[src/rtl/nca_pkg.sv]
package nca_pkg;
  typedef enum logic [1:0] {
    FT_IDLE = 2'b00,
    FT_HEAD = 2'b01,
    FT_BODY = 2'b10,
    FT_TAIL = 2'b11
  } flit_type_e;
endpackage

[src/rtl/nca_tx_framer.sv]
module nca_tx_framer
  import nca_pkg::*;
#(
  parameter int DATA_W     = 64,
  parameter int COORD_W    = 4,
  parameter int DATA_FLITS = 4
) (
  input  logic                clk,
  input  logic                rst_n,
  input  logic [COORD_W-1:0]  dest_x,
  input  logic [COORD_W-1:0]  dest_y,
  input  logic [DATA_W-1:0]   core_tx_data,
  input  logic                core_tx_valid,
  output logic                core_tx_ready,
  output logic [DATA_W+1:0]   net_tx_flit,
  output logic                net_tx_valid,
  input  logic                net_tx_ready
);
  localparam int SLOT_W = $clog2(DATA_FLITS + 1);
  localparam logic [SLOT_W-1:0] LAST_SLOT = SLOT_W'(DATA_FLITS);

  logic [SLOT_W-1:0] slot_q;
  logic              is_head;
  flit_type_e        cur_type;
  logic [DATA_W-1:0] hdr_payload;
  logic              step;

  always_comb begin
    is_head  = (slot_q == '0);
    cur_type = is_head ? FT_HEAD : ((slot_q == LAST_SLOT) ? FT_TAIL : FT_BODY);
    hdr_payload = '0;
    hdr_payload[2*COORD_W-1:0] = {dest_x, dest_y};
    net_tx_valid  = core_tx_valid;
    net_tx_flit   = {cur_type, (is_head ? hdr_payload : core_tx_data)};
    core_tx_ready = !is_head && net_tx_ready;
    step          = net_tx_valid && net_tx_ready;
  end

  always_ff @(posedge clk) begin
    if (!rst_n)
      slot_q <= '0;
    else if (step)
      slot_q <= (slot_q == LAST_SLOT) ? '0 : slot_q + 1'b1;
  end

  // Independent record of whether the last accepted flit closed a packet
  logic prev_tail_q;
  always_ff @(posedge clk) begin
    if (!rst_n)
      prev_tail_q <= 1'b1;
    else if (step)
      prev_tail_q <= (net_tx_flit[DATA_W+1:DATA_W] == FT_TAIL);
  end

  AST_TX_NO_IDLE_CODE: assert property (@(posedge clk) disable iff (!rst_n)
    net_tx_valid |-> net_tx_flit[DATA_W+1:DATA_W] != FT_IDLE);
  AST_TX_HEAD_AFTER_TAIL: assert property (@(posedge clk) disable iff (!rst_n)
    (step && prev_tail_q) |-> net_tx_flit[DATA_W+1:DATA_W] == FT_HEAD);
  AST_TX_NO_HEAD_MIDPACKET: assert property (@(posedge clk) disable iff (!rst_n)
    (step && !prev_tail_q) |-> net_tx_flit[DATA_W+1:DATA_W] != FT_HEAD);
  AST_TX_WORD_IN_DATA_FLIT: assert property (@(posedge clk) disable iff (!rst_n)
    (core_tx_valid && core_tx_ready) |->
      (step && net_tx_flit[DATA_W+1:DATA_W] != FT_HEAD));
endmodule

[src/rtl/nca_rx_deframer.sv]
module nca_rx_deframer
  import nca_pkg::*;
#(
  parameter int DATA_W     = 64,
  parameter int DATA_FLITS = 4
) (
  input  logic               clk,
  input  logic               rst_n,
  input  logic [DATA_W+1:0]  net_rx_flit,
  input  logic               net_rx_valid,
  output logic               net_rx_ready,
  output logic [DATA_W-1:0]  core_rx_data,
  output logic               core_rx_valid,
  input  logic               core_rx_ready,
  output logic               rx_err
);
  localparam int SLOT_W = $clog2(DATA_FLITS + 1);
  localparam logic [SLOT_W-1:0] LAST_SLOT = SLOT_W'(DATA_FLITS);

  logic [SLOT_W-1:0] slot_q;
  flit_type_e        exp_type;
  logic [1:0]        rx_type;
  logic              match, deliver, take;
  logic              rx_err_q;

  always_comb begin
    exp_type = (slot_q == '0) ? FT_HEAD :
               ((slot_q == LAST_SLOT) ? FT_TAIL : FT_BODY);
    rx_type  = net_rx_flit[DATA_W+1:DATA_W];
    match    = (rx_type == exp_type);
    deliver  = match && (slot_q != '0);
    core_rx_valid = net_rx_valid && deliver;
    core_rx_data  = net_rx_flit[DATA_W-1:0];
    net_rx_ready  = deliver ? core_rx_ready : 1'b1;
    take          = net_rx_valid && net_rx_ready;
  end

  always_ff @(posedge clk) begin
    if (!rst_n) begin
      slot_q   <= '0;
      rx_err_q <= 1'b0;
    end else begin
      rx_err_q <= take && !match;
      if (take) begin
        if (match)
          slot_q <= (slot_q == LAST_SLOT) ? '0 : slot_q + 1'b1;
        else
          slot_q <= (rx_type == FT_HEAD) ? SLOT_W'(1) : '0;
      end
    end
  end

  assign rx_err = rx_err_q;

  AST_RX_HEAD_NOT_DELIVERED: assert property (@(posedge clk) disable iff (!rst_n)
    core_rx_valid |-> net_rx_flit[DATA_W+1:DATA_W] != FT_HEAD);
  AST_RX_BACKPRESSURE: assert property (@(posedge clk) disable iff (!rst_n)
    (core_rx_valid && !core_rx_ready) |-> !net_rx_ready);
  AST_RX_ERR_FOLLOWS_TAKE: assert property (@(posedge clk) disable iff (!rst_n)
    rx_err |-> $past(net_rx_valid && net_rx_ready));
  AST_RX_IDLE_NEVER_DELIVERED: assert property (@(posedge clk) disable iff (!rst_n)
    (net_rx_valid && rx_type == FT_IDLE) |-> (!core_rx_valid && net_rx_ready));
endmodule

[src/rtl/noc_core_adapter.sv]
module noc_core_adapter #(
  parameter int DATA_W     = 64,
  parameter int COORD_W    = 4,
  parameter int DATA_FLITS = 4
) (
  input  logic                clk,
  input  logic                rst_n,
  input  logic [COORD_W-1:0]  dest_x,
  input  logic [COORD_W-1:0]  dest_y,
  input  logic [DATA_W-1:0]   core_tx_data,
  input  logic                core_tx_valid,
  output logic                core_tx_ready,
  output logic [DATA_W+1:0]   net_tx_flit,
  output logic                net_tx_valid,
  input  logic                net_tx_ready,
  input  logic [DATA_W+1:0]   net_rx_flit,
  input  logic                net_rx_valid,
  output logic                net_rx_ready,
  output logic [DATA_W-1:0]   core_rx_data,
  output logic                core_rx_valid,
  input  logic                core_rx_ready,
  output logic                rx_err
);
  nca_tx_framer #(
    .DATA_W(DATA_W), .COORD_W(COORD_W), .DATA_FLITS(DATA_FLITS)
  ) u_tx (
    .clk(clk), .rst_n(rst_n),
    .dest_x(dest_x), .dest_y(dest_y),
    .core_tx_data(core_tx_data), .core_tx_valid(core_tx_valid),
    .core_tx_ready(core_tx_ready),
    .net_tx_flit(net_tx_flit), .net_tx_valid(net_tx_valid),
    .net_tx_ready(net_tx_ready)
  );

  nca_rx_deframer #(
    .DATA_W(DATA_W), .DATA_FLITS(DATA_FLITS)
  ) u_rx (
    .clk(clk), .rst_n(rst_n),
    .net_rx_flit(net_rx_flit), .net_rx_valid(net_rx_valid),
    .net_rx_ready(net_rx_ready),
    .core_rx_data(core_rx_data), .core_rx_valid(core_rx_valid),
    .core_rx_ready(core_rx_ready), .rx_err(rx_err)
  );
endmodule

[config.mk]
export PLATFORM = sky130hd
export DESIGN_NAME = noc_core_adapter
export DESIGN_NICKNAME = d
export VERILOG_FILES = /design/src/rtl/nca_pkg.sv /design/src/rtl/nca_tx_framer.sv /design/src/rtl/nca_rx_deframer.sv /design/src/rtl/noc_core_adapter.sv
export SDC_FILE = /design/constraint.sdc
export NUM_CORES = 1
export LEC_CHECK = 0
export BUFFER_PORTS_ARGS = -buffer_cell sky130_fd_sc_hd__buf_2
export CAP_MARGIN = 40
export CORE_AREA = 3 3 107 109
export CTS_CLUSTER_DIAMETER = 200
export DETAILED_ROUTE_END_ITERATION = 6
export DIE_AREA = 0 0 110 112
export GPL_ROUTABILITY_DRIVEN = 1
export SLEW_MARGIN = 25
export SYNTH_ARGS = -nofsm -noshare
export SYNTH_HDL_FRONTEND = slang
export SYNTH_SLANG_ARGS = --single-unit
[constraint.sdc]
create_clock -name clk -period 2.2 [get_ports clk]
set_input_delay 0 -clock clk [delete_from_list [all_inputs] [get_ports clk]]
set_output_delay 0 -clock clk [all_outputs]
set_load 0.005 [all_outputs]
* Yosys cells after proc, flatten, opt, wreduce, memory -nomap -nowiden
Cells that the tools add are included.
Word-level totals: word-level logic and storage cells 30, bits of input ports 144, register bits 7
Operators by class: multiplexer cells 10, $add $sub $neg 2, eq/ne operators 4, reductions and logical operators 11
Operators with widths (number):
- $mux W64 | 1
- $mux W3 | 3
- $add A3 B1 Y3 const B | 2
- $eq A3 B3 Y1 const B | 2
- $logic_and A1 B1 Y1 | 6
- $logic_not A3 Y1 | 2
- $mux W1 | 4
- $mux W2 | 2
- $reduce_bool A3 Y1 | 1
- $eq A2 B1 Y1 const B | 1
- $eq A2 B2 Y1 | 1
- $logic_not A1 Y1 | 2

* Depth between registers and ports, before layout
depth in word-level cells 8, depth in mapped cells 6, mapped depth without buffers 6

* By module
From an unflattened synthesis, not the netlist that was laid out.
Unflattened totals: cell total of the unflattened synthesis 197, area, all modules 1535.2 µm²
Modules (own cells, without submodules):
- nca_rx_deframer | area an instance 790.8 µm², cells each 103, sequential area each 80.1 µm², instances 1
- nca_tx_framer | area an instance 744.5 µm², cells each 94, sequential area each 60.1 µm², instances 1

* Worst setup path before layout
No wires, ideal clock.
path type register to register, from register u_rx.slot_q[0], to register u_rx.slot_q[1], setup slack 0.531 ns, required time 2.086 ns, buffers on the path 0, stages on the path, launching flop included 7, period minus slack after synthesis 1.669 ns, arrival 1.555 ns, cells stage by stage dfxtp_1 -> inv_1 -> ha_1 -> or4b_4 -> o211ai_4 -> mux2i_1 -> nor2_1
Between the ends: longest elaborated chain between the ends 7, elaborated cells on any way between the ends 12
Ends and longest elaborated chain:
- start: declaration | RTL line nca_rx_deframer.sv:20 | logic [SLOT_W-1:0] slot_q;
- start signal: assignment | RTL line nca_rx_deframer.sv:46 | slot_q <= (slot_q == LAST_SLOT) ? '0 : slot_q + 1'b1;
- start signal: assignment | RTL line nca_rx_deframer.sv:48 | slot_q <= (rx_type == FT_HEAD) ? SLOT_W'(1) : '0;
- $eq A3 B3 Y1 | RTL line nca_rx_deframer.sv:28, nca_rx_deframer.sv:46
- $mux W1 | RTL line nca_rx_deframer.sv:28 | ((slot_q == LAST_SLOT) ? FT_TAIL : FT_BODY);
- $mux W2 | RTL line nca_rx_deframer.sv:27 | exp_type = (slot_q == '0) ? FT_HEAD :
- $eq A2 B2 Y1 | RTL line nca_rx_deframer.sv:30 | match = (rx_type == exp_type);
- $logic_and A1 B1 Y1 | RTL line nca_rx_deframer.sv:31 | deliver = match && (slot_q != '0);
- $mux W1 | RTL line nca_rx_deframer.sv:34 | net_rx_ready = deliver ? core_rx_ready : 1'b1;
- $logic_and A1 B1 Y1 | RTL line nca_rx_deframer.sv:35 | take = net_rx_valid && net_rx_ready;
Parallel ways exist; a longest one is shown, timed or not. A chain may end at the register's enable or synchronous reset.

* Final worst setup path
Same ends and word-level chain as after synthesis.

==> results by group <==
Status
  • Run status: complete, no violations

Yosys
  • Register bit total from synthesis: 7
  • Mean instance size in the synthesized netlist: 7.46 um2
  • Number of enable flip-flop cells after synthesis: 0
  • Mapped Cells: ~190
  • Primary FF master, synth: dfxtp_1
  • Net count after synthesis: 339
  • Sequential area share after synthesis: 9.83%
  • Number of library cell types mapped by synthesis: 30
  • YS warnings: 0
  • Asr flop ratio synth: 0%
  • Cell types with the largest area share after synthesis: buf_4, and2_1, dfxtp_1, mux2_2, ha_1
  • Library cell occupying the most area in the post-synthesis netlist: buf_4
  • Share of Yosys cell area claimed by the top area cell type: 34.2%
  • Cell Area, Synth: 0.00143 mm2

Place
  • HPWL after detailed placement: 4.23 mm
  • Cell area after placement: 0.00184 mm2
  • RD Place Congestion: 0.673
  • Port Buffer Count: 150
  • Post-placement setup slack: 0.402 ns
  • Total instance count after detailed placement: 409

Power
  • Power density of the placed cells: 320 mW/mm2
  • Switching fraction of total power: 30.8%
  • Worst IR Drop VDD: between 0.0004 and 0.0005 V
  • Cell-internal power: 0.419 mW
  • Sequential fraction of design power: 22.3%
  • Clock group share of total power: a little under 30%
  • Combinational cell fraction of total power: 48.0%
  • Power dissipated by switching net loads: 0.187 mW
  • Leak Pwr: 1.08 nW

Floorplan
  • Initial core utilization: a little over an eighth
  • # rows: 38
  • Count of boundary I/O pins: 279
  • Vertical die dimension: between 100 and 150 um
  • Full die area: around 0.012 mm2
  • Width of the die: around 110 um
  • Placeable core region: around 0.011 mm2

Hold path
  • Worst hold path depth: 0
  • Origin of the worst min-delay path: net_rx_flit[40]
  • Worst min-delay path class: in -> out
  • Endpoint, Worst Hold: core_rx_data[40]

Setup path
  • FF-to-FF End: u_rx.slot_q[1]$_SDFFE_PN0P_
  • Highest net fanout along the worst path: 8
  • R2r setup slk: 0.39 ns
  • Number of cell instances on the worst register-to-register path: 6
  • Series of cell instances along the critical path: inv_1 > ha_1 > or4b_4 > o211ai_4 > mux2i_1 > nor2_1
  • Critical-path top delay cell: or4b_4
  • FF-to-FF Start: u_rx.slot_q[0]$_SDFFE_PN0P_
  • Delay of the slowest cell on the worst path: 0.58 ns
  • Endpoint type of the worst setup path: register
  • Worst Path Arrival: about 1.9 ns
  • Launching element type of the critical path: register
  • Combined buffer and inverter count along the critical path: 1
  • Startpoint-to-endpoint class of the critical path: reg -> reg
  • Req. time, crit path: 2.31 ns
  • Crit path max-delay family: simple AND/OR/NAND/NOR gates

Drt
  • Total length of routed wires: roughly 4.9 mm
  • Violation count after the first detailed-route iteration: 44
  • Residual DRC: 0
  • Wire per inst: 11.9 um
  • Via-per-instance ratio: 3.63
  • Post-route ant nets: 0
  • Total via count in the routed design: 1501
  • Drt first pass iters: 4

Timing
  • Hold Worst Slack: about 0.0000019 ns
  • Max Fclk: between 500 and 600 MHz
  • Total count of max-transition violations in the final report: 0
  • Max-slew headroom: 74.0%
  • Final worst path period share: 82.2%
  • Final worst path period need: about 1.8 ns
  • RSZ-0062 raised after global routing: no
  • Number of failing setup endpoints in the final timing report: 0
  • Post-route worst setup slack: 0.391 ns
  • Final count of hold timing violations: 0
  • Layout Skew: ~0.0068 ns
  • Transition time at the pin with the least slew margin: 0.390 ns
  • Summed negative setup slack over all endpoints: 0 ns

Clock tree
  • Clock sink count: 7
  • CTS max path bufs: 2
  • Number of buffers inserted during clock tree synthesis: 3
  • Worst-Skew Late Latency: 0.23 ns
  • Count of hold-fix buffers inserted at cts: 0
  • Clock-pin slew on the worst setup and hold paths: 0.04 ns
  • Root buffer cell: clkbuf_8
  • Clock tree from TritonCTS: yes
  • CTS H-tree lvls: 1

Layout
  • Number of antenna diodes: 0
  • Area growth, synth to finish: 32.7%
  • Finished layout cell area: 0.00189 mm2
  • Share of post-route cells with drive strength above 1: 60.8%
  • Fill count: 1223
  • Most frequent cells in the layout: buf_2, and2_1, mux2_2
  • Fin cells: 413
  • Most common cell after layout, fill and taps aside: buf_2
  • Post-layout net count: approximately 420

GRT
  • Initial antenna violation count: 0
  • Met2 Usage GRT: under 10%
  • Remaining Overflow, GRT: 0
  • Met3 track utilization from global routing: ~3.9%
  • Busiest layer in global routing: met2
  • Global-route wire length before repair: 6.78 mm
  • Met1 demand-to-capacity share in global routing: 8.48%
  • Vias in the first global route: 1349
  • Largest net degree at the start of global routing: 43
  • Combined global-route utilization of all metal layers: 6.86%

Run
  • Max_cap viols: 0
## sequential cells by signal, indices dropped and copies added (netlist names)
register and flops:
u_rx.rx_err 1, u_rx.slot_q 3, u_tx.slot_q 3
## how the worst max path moves through the flow
stage	start	cells after the start	endpoint	slack [ns]
after floorplan	u_rx.slot_q[0]$_SDFFE_PN0P_	6	u_rx.slot_q[1]$_SDFFE_PN0P_	0.53
after global placement	u_rx.slot_q[0]$_SDFFE_PN0P_	6	u_rx.slot_q[1]$_SDFFE_PN0P_	0.48
after detailed placement	u_rx.slot_q[0]$_SDFFE_PN0P_	6	u_rx.slot_q[1]$_SDFFE_PN0P_	0.40
after CTS	u_tx.slot_q[0]$_SDFFE_PN0P_	6	net_tx_flit[48]	0.18
after global routing	u_tx.slot_q[0]$_SDFFE_PN0P_	6	net_tx_flit[48]	0.20
final	u_rx.slot_q[0]$_SDFFE_PN0P_	6	u_rx.slot_q[1]$_SDFFE_PN0P_	0.39
## final cells by class
| cell class | count | area (um2) | area share (%) |
|---|---|---|---|
| multi-input cells | 105 | 751 | 39.7 |
| repair buffers | 151 | 758 | 40.1 |
| well taps | 140 | 175 | 9.26 |
| inverters | 6 | 22.5 | 1.19 |
| flip-flops and latches | 7 | 140 | 7.41 |
| clock buffers | 4 | 45.0 | 2.38 |
## power groups by stage
stage	Clock, mW	Combinational (mW)	Sequential, mW
detailed placement	0	0.292	0.137
global route	0.192	0.326	0.136
global placement	0	0.289	0.137
floorplan	0	0.222	0.137
CTS	0.185	0.294	0.135
finish	0.180	0.291	0.135
## layer usage
layer | vias to the layer above | share of wire (%) | routed length [um]
met5 | - | 0 | 0
met4 | 0 | 2.1 | 102
met3 | 16 | 18 | 867
met2 | 126 | 42 | 2060
met1 | 655 | 39 | 1900
li1 | 704 | - | -
## kinds of logic (layout without fill, tap and decap cells)
logic type      count (synthesis)  in the layout  synth area share (%)
mux                            10             10                  7.73
xor+xnor                        1              1                 0.615
flops                           7              7                  9.83
fa+ha+maj                       4              4                  3.51
buf+inv                        79            161                  38.0
compound gates                 13             13                  6.85
simple gates                   77             77                  33.4
## synth_stat cells, types with 2 or more instances
| cell type | n |
|---|---|
| buf_4 | 65 |
| and2_1 | 57 |
| mux2_2 | 8 |
| clkbuf_1 | 7 |
| dfxtp_1 | 7 |
| inv_1 | 6 |
| nor2_1 | 5 |
| a21oi_1 | 4 |
| ha_1 | 4 |
| nand2_1 | 4 |
| mux2i_1 | 2 |
| nand2b_1 | 2 |
| nand4_1 | 2 |
| o21ai_0 | 2 |
## per-stage QoR
| step | util [%] | total power [mW] |
|---|---|---|
| global placement | 17.2 | 0.425 |
| floorplan | - | 0.359 |
| finish | 17.7 | 0.606 |
| detailed placement | 17.2 | 0.429 |
| CTS | 17.6 | 0.614 |
| global route | 17.7 | 0.654 |
## what timing repair did
action	4_1_cts	5_1_grt
gates resized for setup	0	1
setup endpoints to repair	0	9
buffers inserted	0	0
(Power assumes the default switching activity.)
